<file path="config.mk">
export PLATFORM = sky130hd
export DESIGN_NAME = dwa_selector
export DESIGN_NICKNAME = d
export VERILOG_FILES = /design/src/rtl/dwa_pkg.sv /design/src/rtl/dwa_classify.sv /design/src/rtl/dwa_window.sv /design/src/rtl/dwa_pointer.sv /design/src/rtl/dwa_selector.sv
export SDC_FILE = /design/constraint.sdc
export NUM_CORES = 1
export LEC_CHECK = 0
export BUFFER_PORTS_ARGS = -buffer_cell sky130_fd_sc_hd__buf_4
export CORE_UTILIZATION = 49
export CTS_CLUSTER_SIZE = 12
export DETAILED_ROUTE_END_ITERATION = 16
export HOLD_SLACK_MARGIN = 0.05
export PLACE_DENSITY = 0.82
export RECOVER_POWER = 25
export SLEW_MARGIN = 20
export SYNTH_ARGS = -nofsm -noshare
export SYNTH_HDL_FRONTEND = slang
export SYNTH_HIERARCHICAL = 1
export SYNTH_SLANG_ARGS = --single-unit
</file>
<file path="constraint.sdc">
create_clock -name clk -period 2 [get_ports clk]
set_input_delay 0.2 -clock clk [delete_from_list [all_inputs] [get_ports clk]]
set_output_delay 0.2 -clock clk [all_outputs]
set_load 0.01 [all_outputs]
</file>
<file path="src/rtl/dwa_pkg.sv">
package dwa_pkg;

    typedef enum logic [1:0] {
        SEL_IDLE  = 2'd0,
        SEL_EMPTY = 2'd1,
        SEL_PART  = 2'd2,
        SEL_FULL  = 2'd3
    } sel_kind_e;

    localparam int DWA_CODE_W_DEFAULT = 3;

    function automatic int unsigned elem_count(input int unsigned code_w);
        return 32'd1 << code_w;
    endfunction

endpackage

</file>
<file path="src/rtl/dwa_classify.sv">
module dwa_classify
    import dwa_pkg::*;
#(
    parameter int CODE_W = DWA_CODE_W_DEFAULT
) (
    input  logic              valid,
    input  logic [CODE_W:0]   code,
    output sel_kind_e         kind,
    output logic [CODE_W:0]   count
);
    localparam int unsigned N_ELEM = elem_count(CODE_W);
    localparam logic [CODE_W:0] FULL_CNT = (CODE_W+1)'(N_ELEM);

    always_comb begin
        count = (code > FULL_CNT) ? FULL_CNT : code;
        if (!valid) begin
            kind  = SEL_IDLE;
            count = '0;
        end else if (code == '0) begin
            kind = SEL_EMPTY;
        end else if (count == FULL_CNT) begin
            kind = SEL_FULL;
        end else begin
            kind = SEL_PART;
        end
    end
endmodule

</file>
<file path="src/rtl/dwa_window.sv">
module dwa_window
    import dwa_pkg::*;
#(
    parameter int CODE_W = DWA_CODE_W_DEFAULT
) (
    input  logic [CODE_W-1:0]               start,
    input  logic [CODE_W:0]                 count,
    output logic [elem_count(CODE_W)-1:0]   mask
);
    localparam int unsigned N_ELEM = elem_count(CODE_W);

    for (genvar i = 0; i < N_ELEM; i++) begin : g_elem
        logic [CODE_W-1:0] offset;
        assign offset  = CODE_W'(i) - start;
        assign mask[i] = ({1'b0, offset} < count);
    end
endmodule

</file>
<file path="src/rtl/dwa_pointer.sv">
module dwa_pointer
    import dwa_pkg::*;
#(
    parameter int CODE_W = DWA_CODE_W_DEFAULT
) (
    input  logic              clk,
    input  logic              rst,
    input  logic              advance,
    input  logic [CODE_W:0]   step,
    output logic [CODE_W-1:0] ptr
);
    always_ff @(posedge clk) begin
        if (rst) begin
            ptr <= '0;
        end else if (advance) begin
            ptr <= ptr + step[CODE_W-1:0];
        end
    end

    p_ptr_hold_r8: assert property (@(posedge clk) disable iff (rst)
        !advance |=> $stable(ptr))
        else $error("pointer moved without a valid code");
endmodule

</file>
<file path="src/rtl/dwa_selector.sv">
module dwa_selector
    import dwa_pkg::*;
#(
    parameter int CODE_W = DWA_CODE_W_DEFAULT,
    localparam int N_ELEM = 1 << CODE_W
) (
    input  logic              clk,
    input  logic              rst,
    input  logic              in_valid,
    input  logic [CODE_W:0]   in_code,
    output logic [N_ELEM-1:0] elem_en,
    output logic [CODE_W-1:0] ptr_dbg
);
    sel_kind_e          kind;
    logic [CODE_W:0]    count;
    logic [N_ELEM-1:0]  mask;
    logic [N_ELEM-1:0]  en_next;

    dwa_classify #(.CODE_W(CODE_W)) u_classify (
        .valid (in_valid),
        .code  (in_code),
        .kind  (kind),
        .count (count)
    );

    dwa_window #(.CODE_W(CODE_W)) u_window (
        .start (ptr_dbg),
        .count (count),
        .mask  (mask)
    );

    dwa_pointer #(.CODE_W(CODE_W)) u_pointer (
        .clk     (clk),
        .rst     (rst),
        .advance (in_valid),
        .step    (count),
        .ptr     (ptr_dbg)
    );

    always_comb begin
        unique case (kind)
            SEL_IDLE, SEL_EMPTY: en_next = '0;
            SEL_FULL:            en_next = '1;
            default:             en_next = mask;
        endcase
    end

    always_ff @(posedge clk) begin
        if (rst) begin
            elem_en <= '0;
        end else begin
            elem_en <= en_next;
        end
    end

    p_count_r2: assert property (@(posedge clk) disable iff (rst)
        (in_valid && in_code != '0 && in_code < (CODE_W+1)'(N_ELEM))
        |=> $countones(elem_en) == int'($past(in_code)))
        else $error("enabled count differs from code");

    p_start_r3: assert property (@(posedge clk) disable iff (rst)
        (in_valid && in_code != '0) |=> elem_en[$past(ptr_dbg)])
        else $error("run does not begin at the pointer");

    p_empty_r5: assert property (@(posedge clk) disable iff (rst)
        (in_valid && in_code == '0) |=> (elem_en == '0 && $stable(ptr_dbg)))
        else $error("zero code changed state");

    p_full_r6: assert property (@(posedge clk) disable iff (rst)
        (in_valid && in_code >= (CODE_W+1)'(N_ELEM)) |=> (&elem_en && $stable(ptr_dbg)))
        else $error("full or over-range code mishandled");

    p_idle_r8: assert property (@(posedge clk) disable iff (rst)
        !in_valid |=> elem_en == '0)
        else $error("enables set in an idle cycle");
endmodule

</file>
Word level (Yosys, flattened, before mapping)
Index checks and enable logic that the tools add are counted.
- add/sub/neg operators: 9
- order comparisons: 9
- mux-type cells: 6
- eq/ne operators: 3
- reductions and logical operators: 3
- operator list (operator ; count):
    $lt 3x4->1 ; 8
    $pmux 8 s2 ; 1
    $sub 3x3->3 const A ; 4
    $mux 4 ; 2
    $sub 1x3->3 const A ; 2
    $sub 2x3->3 const A ; 2
    $eq 4x4->1 const B ; 1
    $gt 4x4->1 const B ; 1
    $logic_not 4->1 ; 1
    $mux 2 ; 2
    $add 3x3->3 ; 1
    $eq 2x1->1 const B ; 1
    $eq 2x2->1 const B ; 1
    $logic_not 2->1 ; 1
    $reduce_or 2->1 ; 1
    $mux 1 ; 1
- bits of input ports: 7
- flip-flop bits (word level): 11

Longest topological paths before layout
Gate-level depths: netlist of run 1.
- depth after elaboration: 9
- mapped depth: 9
- gate-level depth less buffers: 9

Cells and area by module
The synthesis of run 1 kept the hierarchy.
- by module, submodules not included (module ; area an instance (um^2) ; instances ; cells an instance ; seq. area each (um^2)):
    dwa_window ; 391.6 ; 1 ; 52 ; 0.0
    dwa_selector ; 246.5 ; 1 ; 27 ; 160.2
    dwa_pointer ; 152.6 ; 1 ; 14 ; 60.1
    dwa_classify ; 56.3 ; 1 ; 8 ; 0.0

Worst setup path after synthesis of run 1
OpenSTA, ideal clock, no wires.
- path type: reg-to-reg
- start point: register u_pointer.ptr[1]
- end point: register elem_en[0]
- library setup time: 112 ps
- data required time: 1888 ps
- setup slack: 298 ps
- stages on the path, launching flop included: 10
- data arrival time: 1590 ps
- cell sequence: dfxtp_1 -> inv_1 -> ha_1 -> xor2_1 -> inv_1 -> ha_1 -> a21oi_1 -> a21o_1 -> nor2_1 -> nor2_1
- longest elaborated chain between the ends: 3
- ends and longest elaborated chain (what ; RTL line ; source):
    start, declared ; dwa_pointer.sv:10 ; output logic [CODE_W-1:0] ptr
    start signal, assigned ; dwa_pointer.sv:16 ; ptr <= ptr + step[CODE_W-1:0];
    $sub 1x3->3 ; dwa_window.sv:14 ; assign offset = CODE_W'(i) - start;
    $lt 3x4->1 ; dwa_window.sv:15 ; assign mask[i] = ({1'b0, offset} < count);
    named net mask[0] ; dwa_selector.sv:16 ; logic [N_ELEM-1:0] mask;
    $pmux 8 s2 ; dwa_selector.sv:41 ; unique case (kind)
    end signal, assigned ; dwa_selector.sv:52 ; elem_en <= en_next;
    end, declared ; dwa_selector.sv:11 ; output logic [N_ELEM-1:0] elem_en,
The timed path passes the listed nets, and every way through them passes these cells.
A chain may end at the register's enable or synchronous reset.

Final worst setup path of run 1
- start point: register u_pointer.ptr[0]
- end point: register elem_en[0]
The elaborated chain is that of the path after synthesis.

==> results of run 1 <==
[synthesized netlist by cell type, types with 2 or more instances]
library cell  count  area, sq um
a21oi_1           8         40.0
nor2_1           19         71.3
mux2i_1           2         20.0
and2_1            3         18.8
a21o_1            6         45.0
dfxtp_1          11          220
o21bai_1          2         15.0
nand3_1           6         30.0
xor2_1            3         26.3
o21a_1            3         22.5
ha_1             15          188
inv_1            10         37.5
[area by class of cell]
type	count	area share [%]
clock buffers	4	2.62
inverters	10	3.74
multi-input cells	78	57.4
flip-flops and latches	11	21.9
well taps	16	1.99
repair buffers	19	12.3
[how the worst max path moves through the flow]
stage / end / slack (ns)
global placement: u_pointer/ptr[2] / 0.17
CTS: elem_en[0] / 0.34
finish: elem_en[0] / 0.33
floorplan: elem_en[0] / 0.30
global route: elem_en[0] / 0.20
detailed placement: u_pointer/ptr[2] / 0.14
[worst max-delay path: stages, from the launching register on]
cell	delay (ns)
dfxtp_1	0.39
inv_1	0.06
ha_1	0.20
xor2_1	0.17
inv_1	0.07
ha_1	0.29
a21oi_1	0.07
a21o_1	0.17
nor2_1	0.09
nor2_1	0.04
[registers in the layout, summed over array words and instances (netlist names)]
name / flops
elem_en: 8
u_pointer/ptr: 3
[layer usage]
layer  routed length [microns]  share of wire (%)  vias up
met5                         0                  0        -
li1                          -                  -      378
met4                        18                1.0        0
met1                       797                 45      358
met3                        66                3.7        2
met2                       888                 50       19
[kinds of logic (layout without fill, tap and decap cells)]
| group | after synthesis | count (layout) | share of synthesized area (%) |
|---|---|---|---|
| simple gates | 35 | 35 | 20.2 |
| buf+inv | 12 | 33 | 5.91 |
| xor+xnor | 4 | 4 | 4.14 |
| mux | 2 | 2 | 2.36 |
| flops | 11 | 11 | 26.0 |
| compound gates | 21 | 21 | 16.8 |
| fa+ha+maj | 16 | 16 | 24.5 |
[power groups by stage]
| stage | combinational [mW] | clock [mW] | sequential [mW] |
|---|---|---|---|
| global route | 0.201 | 0.170 | 0.241 |
| CTS | 0.183 | 0.157 | 0.240 |
| floorplan | 0.115 | 0 | 0.252 |
| detailed placement | 0.182 | 0 | 0.245 |
| global placement | 0.174 | 0 | 0.244 |
| finish | 0.178 | 0.155 | 0.239 |
==> results.md, run 1 <==
* Status: finished clean
* Layout cells sized above 1 at between 15 and 20%
* Setup Skew at around 0.0027 ns
* Syn avg cell area at 8.39 sq um
* Worst Path Max Fanout at 3
* Power Internal at 0.395 mW
* Switch share at between 30% and 40%
* Synth Cell Area at 847 sq um
* Logic gate share of total power at between 30% and 40%
* Most frequent cells in the layout: 19 x nor2_1, 15 x ha_1, 14 x buf_4, 11 x dfxtp_1, 10 x inv_1
* Initial antenna violation count at 0
* CP Data Arrival Time at roughly 1.8 ns
* Met3 usage at 6.25%
* Clk slew on worst S/H paths at about 0.070 ns
* TritonCTS clock tree: built
* Slew headroom at 76.5%
* Row count at 14
* Worst slack, placed at approximately 0.14 ns
* Setup TNS at 0 ns
* Starting DRC count in detailed routing at 16
* Critical Path End Type: flip-flop
* Post-DP HPWL at roughly 1.4 mm
* Cts bufs inserted at 3
* Layout area overhead at 18.6%
* Die width at 43.6 microns
* Reg-to-Reg Start: u_pointer/ptr[0]
* Period utilization at 83.5%
* Psw at 0.177 mW
* Reg area at 220 sq um
* H-tree Lvls at 1
* Clock power frac at between 20% and 30%
* Critical Path Source Type: flip-flop
* Worst Hold Class: input port to flip-flop
* Placed Area at roughly 1000 sq um
* Worst skew pair latency at 0.27 ns
* Final GP Congestion at 0.820
* Longest Clk Path Bufs at 2
* Peak Freq at about 600 MHz
* Max-Cap Viols at 0
* Hold Buf Count CTS at 0
* DP Cell Count at roughly 130
* Crit path required time at roughly 2.2 ns
* Worst-Margin Slew at about 0.35 ns
* Syn Inst Count at approximately 100
* Synthesis-stage register bit count at 11
* IO Pins at 18
* Num Clock Sinks at 11
* Worst hold start: rst
* Ys flop type: dfxtp_1
* Post-synthesis async set-or-reset flop share at 0%
* Worst setup path startpoint: u_pointer/ptr[0]
* Grt total ovfl at 0
* Distinct cells, synth at 25
* Hold Crit Endpoint: u_pointer/ptr[0]
* Antenna Diode Count at 0
* WS Path Type: flip-flop to flip-flop
* Vias/cell at 5.49
* DR DRC count at 0
* Worst Hold Depth at 2
* RSZ-0062 raised after global routing: no
* R2r worst-path depth at 9
* Input/output buffers at 17
* Post-layout util at 64.4%
* Total power at between 0.5 and 0.6 mW
* Routed Antenna Nets at 0
* GRT Max-Usage Layer: met2
* Nets at about 150
* R2r setup slk at ~0.33 ns
* Final Instance Area at 1000 sq um
* GRT Total Usage at about a fifth
* Post-synth EDFFs at 0
* Share of total power in sequential cells at around two fifths
* Vias in the first global route at 749
* Sequential share of the synthesized area at approximately a quarter
* Routed wire length at roughly 1.8 mm
* First-pass DRT Iterations at 4
* PnR worst setup slack at 0.329 ns
* Worst VDD drop at between 500 and 600 uV
* Chip Height at 43.6 microns
* FF-to-FF End: elem_en[0]
* M2 GR Usage at between 30% and 40%
* Via count at 757
* Layout Cells excl Fill at about 140
* Fin crit period at between 1.5 and 2 ns
* Largest net degree at the start of global routing at 9
* Routed wire per std cell at between 10 and 15 microns
* Final slew viol count at 0
* Post-CTS setup buffers at 0
* Leading cell type in the layout, fill and taps excluded: nor2_1
* Net Count, Synth at 124
* Core ar. at between 1500 and 2000 sq um
* First-pass GRT wire length at between 2 and 3 mm
* Yosys warnings at 6
* Root Buffer: clkbuf_4
* Die area at ~1900 sq um
* Filler cells at approximately 130
* Post-CTS sizing at 0
* Final hold slack at around 0.12 ns
* Cell Pwr Density at about 570 nW/um^2
* Final hold vios at 0
* Multi-input combinational cell area at approximately 580 sq um
* Setup-failing EPs final at 0
* Grt met1 use at about a quarter
* Lkg Pwr at 0.514 nW
* Initial Util at roughly 54%
No activity file was read; power rests on OpenSTA's default activity.
==> run 2: changes to the inputs <==
--- a/config.mk
+++ b/config.mk
@@ -5,12 +5,13 @@
 export SDC_FILE = /design/constraint.sdc
 export NUM_CORES = 1
 export LEC_CHECK = 0
+export ABC_AREA = 1
 export BUFFER_PORTS_ARGS = -buffer_cell sky130_fd_sc_hd__buf_4
 export CORE_UTILIZATION = 49
 export CTS_CLUSTER_SIZE = 12
 export DETAILED_ROUTE_END_ITERATION = 16
 export HOLD_SLACK_MARGIN = 0.05
-export PLACE_DENSITY = 0.82
+export PLACE_DENSITY = 0.84
 export RECOVER_POWER = 25
 export SLEW_MARGIN = 20
 export SYNTH_ARGS = -nofsm -noshare
==> constraint.sdc (replaced) <==
create_clock -name clk -period 1.5 [get_ports clk]
set_input_delay 0.15 -clock clk [delete_from_list [all_inputs] [get_ports clk]]
set_output_delay 0.15 -clock clk [all_outputs]
set_load 0.01 [all_outputs]
==> results.md, run 2 <==
* Initial Util at 54.1%
* Max-Cap Viols at 0
* Cts bufs inserted at 3
* Crit path required time at 1.72 ns
* Distinct cells, synth at 18
* Worst Hold Class: input port to flip-flop
* CP Capture Point: elem_en[6]
* Worst skew pair latency at 0.28 ns
* Input/output buffers at 17
* Layout Cells excl Fill at between 200 and 250
* Routed wire length at around 2.2 mm
* Largest net degree at the start of global routing at 17
* Syn Inst Count at ~150
* Chip Height at between 40 and 50 microns
* Slowest CP cell: dfxtp_4
* Cell Pwr Density at 716 nW/um^2
* H-tree Lvls at 1
* GRT Total Usage at a little under a quarter
* Die width at ~46 microns
* PnR worst setup slack at roughly 0.0037 ns
* R2r setup slk at around 0.0037 ns
* DR DRC count at 0
* Final Instance Area at 1320 sq um
* Final hold slack at approximately 0.16 ns
* RSZ-0062 raised after global routing: yes
* Critical Path End Type: flip-flop
* Via count at 960
* Filler cells at 122
* Clk slew on worst S/H paths at ~0.070 ns
* Sequential share of the synthesized area at approximately 23%
* Net Count, Synth at roughly 170
* Top-count cell post-synth: nor2_1
* Slew headroom at about 62%
* Die area at 2150 sq um
* Ys flop type: dfxtp_1
* Post-synthesis async set-or-reset flop share at 0%
* Syn avg cell area at about 6.5 sq um
* Synthesis-stage register bit count at 11
* Placed Area at ~1200 sq um
* Final GP Congestion at 0.794
* Lkg Pwr at roughly 0.71 nW
* Final slew viol count at 0
* Reg area at about 230 sq um
* Vias in the first global route at about 900
* Period utilization at about 100%
* Leading cell type in the layout, fill and taps excluded: nor2_1
* Grt total ovfl at 0
* Max incr delay on CP at ~0.36 ns
* Synth top area cells: dfxtp_1 23%, ha_1 19%, nor2_1 16%
* IO Pins at 18
* Cells along the critical path: ha_2 -> xnor2_2 -> ha_1 -> inv_1 -> nor2_1 -> a21oi_2 -> nor2_1 -> nor2_1
* Vias/cell at about 4.8
* R2r worst-path depth at 8
* Worst Path Max Fanout at 4
* WS Path Type: flip-flop to flip-flop
* Total power at between 0.9 and 1 mW
* Antenna Diode Count at 0
* Core ar. at approximately 1800 sq um
* Longest Clk Path Bufs at 2
* Fin crit period at approximately 1.5 ns
* Biggest regs: elem_en x8, u_pointer/ptr x3
* Peak Freq at between 600 and 700 MHz
* Final hold vios at 0
* Num Clock Sinks at 11
* Post-DP HPWL at 1.63 mm
* First-pass GRT wire length at between 3 and 4 mm
* Worst-Margin Slew at approximately 0.57 ns
* TritonCTS clock tree: built
* Multi-input combinational cell area at 687 sq um
* DP Cell Count at between 150 and 200
* Leading area contributor after synthesis: dfxtp_1
* First-pass DRT Iterations at 4
* Synth cell count leaders: 40 x nor2_1, 38 x inv_1, 16 x nand2_1
* Yosys warnings at 6
* Setup Skew at 0.000611 ns
* Status: finished clean
* Routed Antenna Nets at 0
* Synth Cell Area at ~960 sq um
* Layout cells sized above 1 at between 30% and 40%
* Initial antenna violation count at 0
* Top cell by count, worst path: nor2_1
* CP Data Arrival Time at 1.71 ns
* Critical Path Source Type: flip-flop
* Reg-to-Reg Start: u_pointer/ptr[0]
* Setup-failing EPs final at 0
* Nets at between 200 and 250
* Routed wire per std cell at around 11 microns
* Max reg flops at 8
* FF-to-FF End: elem_en[6]
* Root Buffer: clkbuf_4
* Row count at 15
* Most frequent cells in the layout: 38 x nor2_1, 30 x inv_1, 25 x buf_4, 13 x nand2_1, 10 x ha_1
* Share of the synthesized area in the top cell type at roughly 23%
* Worst VDD drop at ~460 uV
* Worst setup path startpoint: u_pointer/ptr[0]
* Reg with most FFs: elem_en
* Post-synth EDFFs at 0
* Layout area overhead at 37.0%
* Starting DRC count in detailed routing at 11
* Worst slack, placed at -0.197 ns
==> run 2: changes by cell type after synthesis, sizes merged, moves of 3 or more <==
cell	before	now
nor2	19	45
o21a	3	0
nand2b	3	0
nand2	1	17
inv	10	39
nand3	6	1
a21o	6	0
and2	4	0
==> run 2: metrics by stage <==
step	TNS [ns]	utilization, %
after floorplan	0	-
after global placement	-0.585	66.3
after detailed placement	-1.31	66.3
after CTS	-0.0322	70.0
after global routing	-0.322	74.1
final	0	74.1
==> run 2: cell type report <==
class	count	area share, %
clock buffer	4	1.99
inverter	39	11.1
multi-input combinational	95	52.0
sequential	11	17.5
tap	25	2.37
timing repair buffer	28	15.1
==> run 2: metal layers <==
layer / GRT usage (%) / up-vias / wire length, microns
met3: 3.14 / 9 / 48
li1: - / 486 / -
met5: 0 / - / 0
met2: 40.0 / 20 / 1170
met4: 20.0 / 0 / 80
met1: 25.2 / 445 / 873
==> run 2: how the worst min path moves through the flow <==
stage          slack [ns]                to  cells past startpoint  startpoint
2_1_floorplan        0.31  u_pointer/ptr[2]                      3         rst
3_3_place_gp         0.44  u_pointer/ptr[2]                      4         rst
3_5_place_dp         0.45  u_pointer/ptr[1]                      4         rst
4_1_cts              0.15  u_pointer/ptr[2]                      4         rst
5_1_grt              0.17  u_pointer/ptr[2]                      4         rst
6_report             0.16  u_pointer/ptr[1]                      4         rst
==> run 2: what timing repair did <==
action | in CTS | in global routing
gates cloned | 0 | 0
buffers inserted | 0 | 0
hold buffers | 0 | 0
resized for setup | 8 | 22
endpoints found under the setup margin | 5 | 8
pin swaps | 9 | 16
==> run 2: critical path: cells and delay by family (launching register included) <==
family	cells	cell delay (ns)
AOI/OAI and AO/OA	1	0.16
xor gates and xnor gates	1	0.14
adders and majority gates	2	0.49
buffers and inverters	1	0.08
DFF	1	0.36
and+or+nand+nor	3	0.21
==> run 2: kinds of logic (layout without fill, tap and decap cells) <==
logic type	after synthesis	in the layout	share of synthesized area, %
AND/OR/NAND/NOR	65	65	27.8
buffers and inverters	42	71	18.7
flip-flops	11	11	22.8
XOR/XNOR	3	3	2.72
adder cells (fa/ha/maj)	16	16	21.5
AO/OA/AOI/OAI	11	11	6.49
==> run 2: where the power goes <==
part	switching, mW	leakage [nW]	internal (mW)	total (mW)
clock network	0.112	0.0150	0.103	0.216
registers	0.0128	0.0926	0.312	0.325
logic	0.222	0.601	0.183	0.405
total	0.348	0.708	0.598	0.946
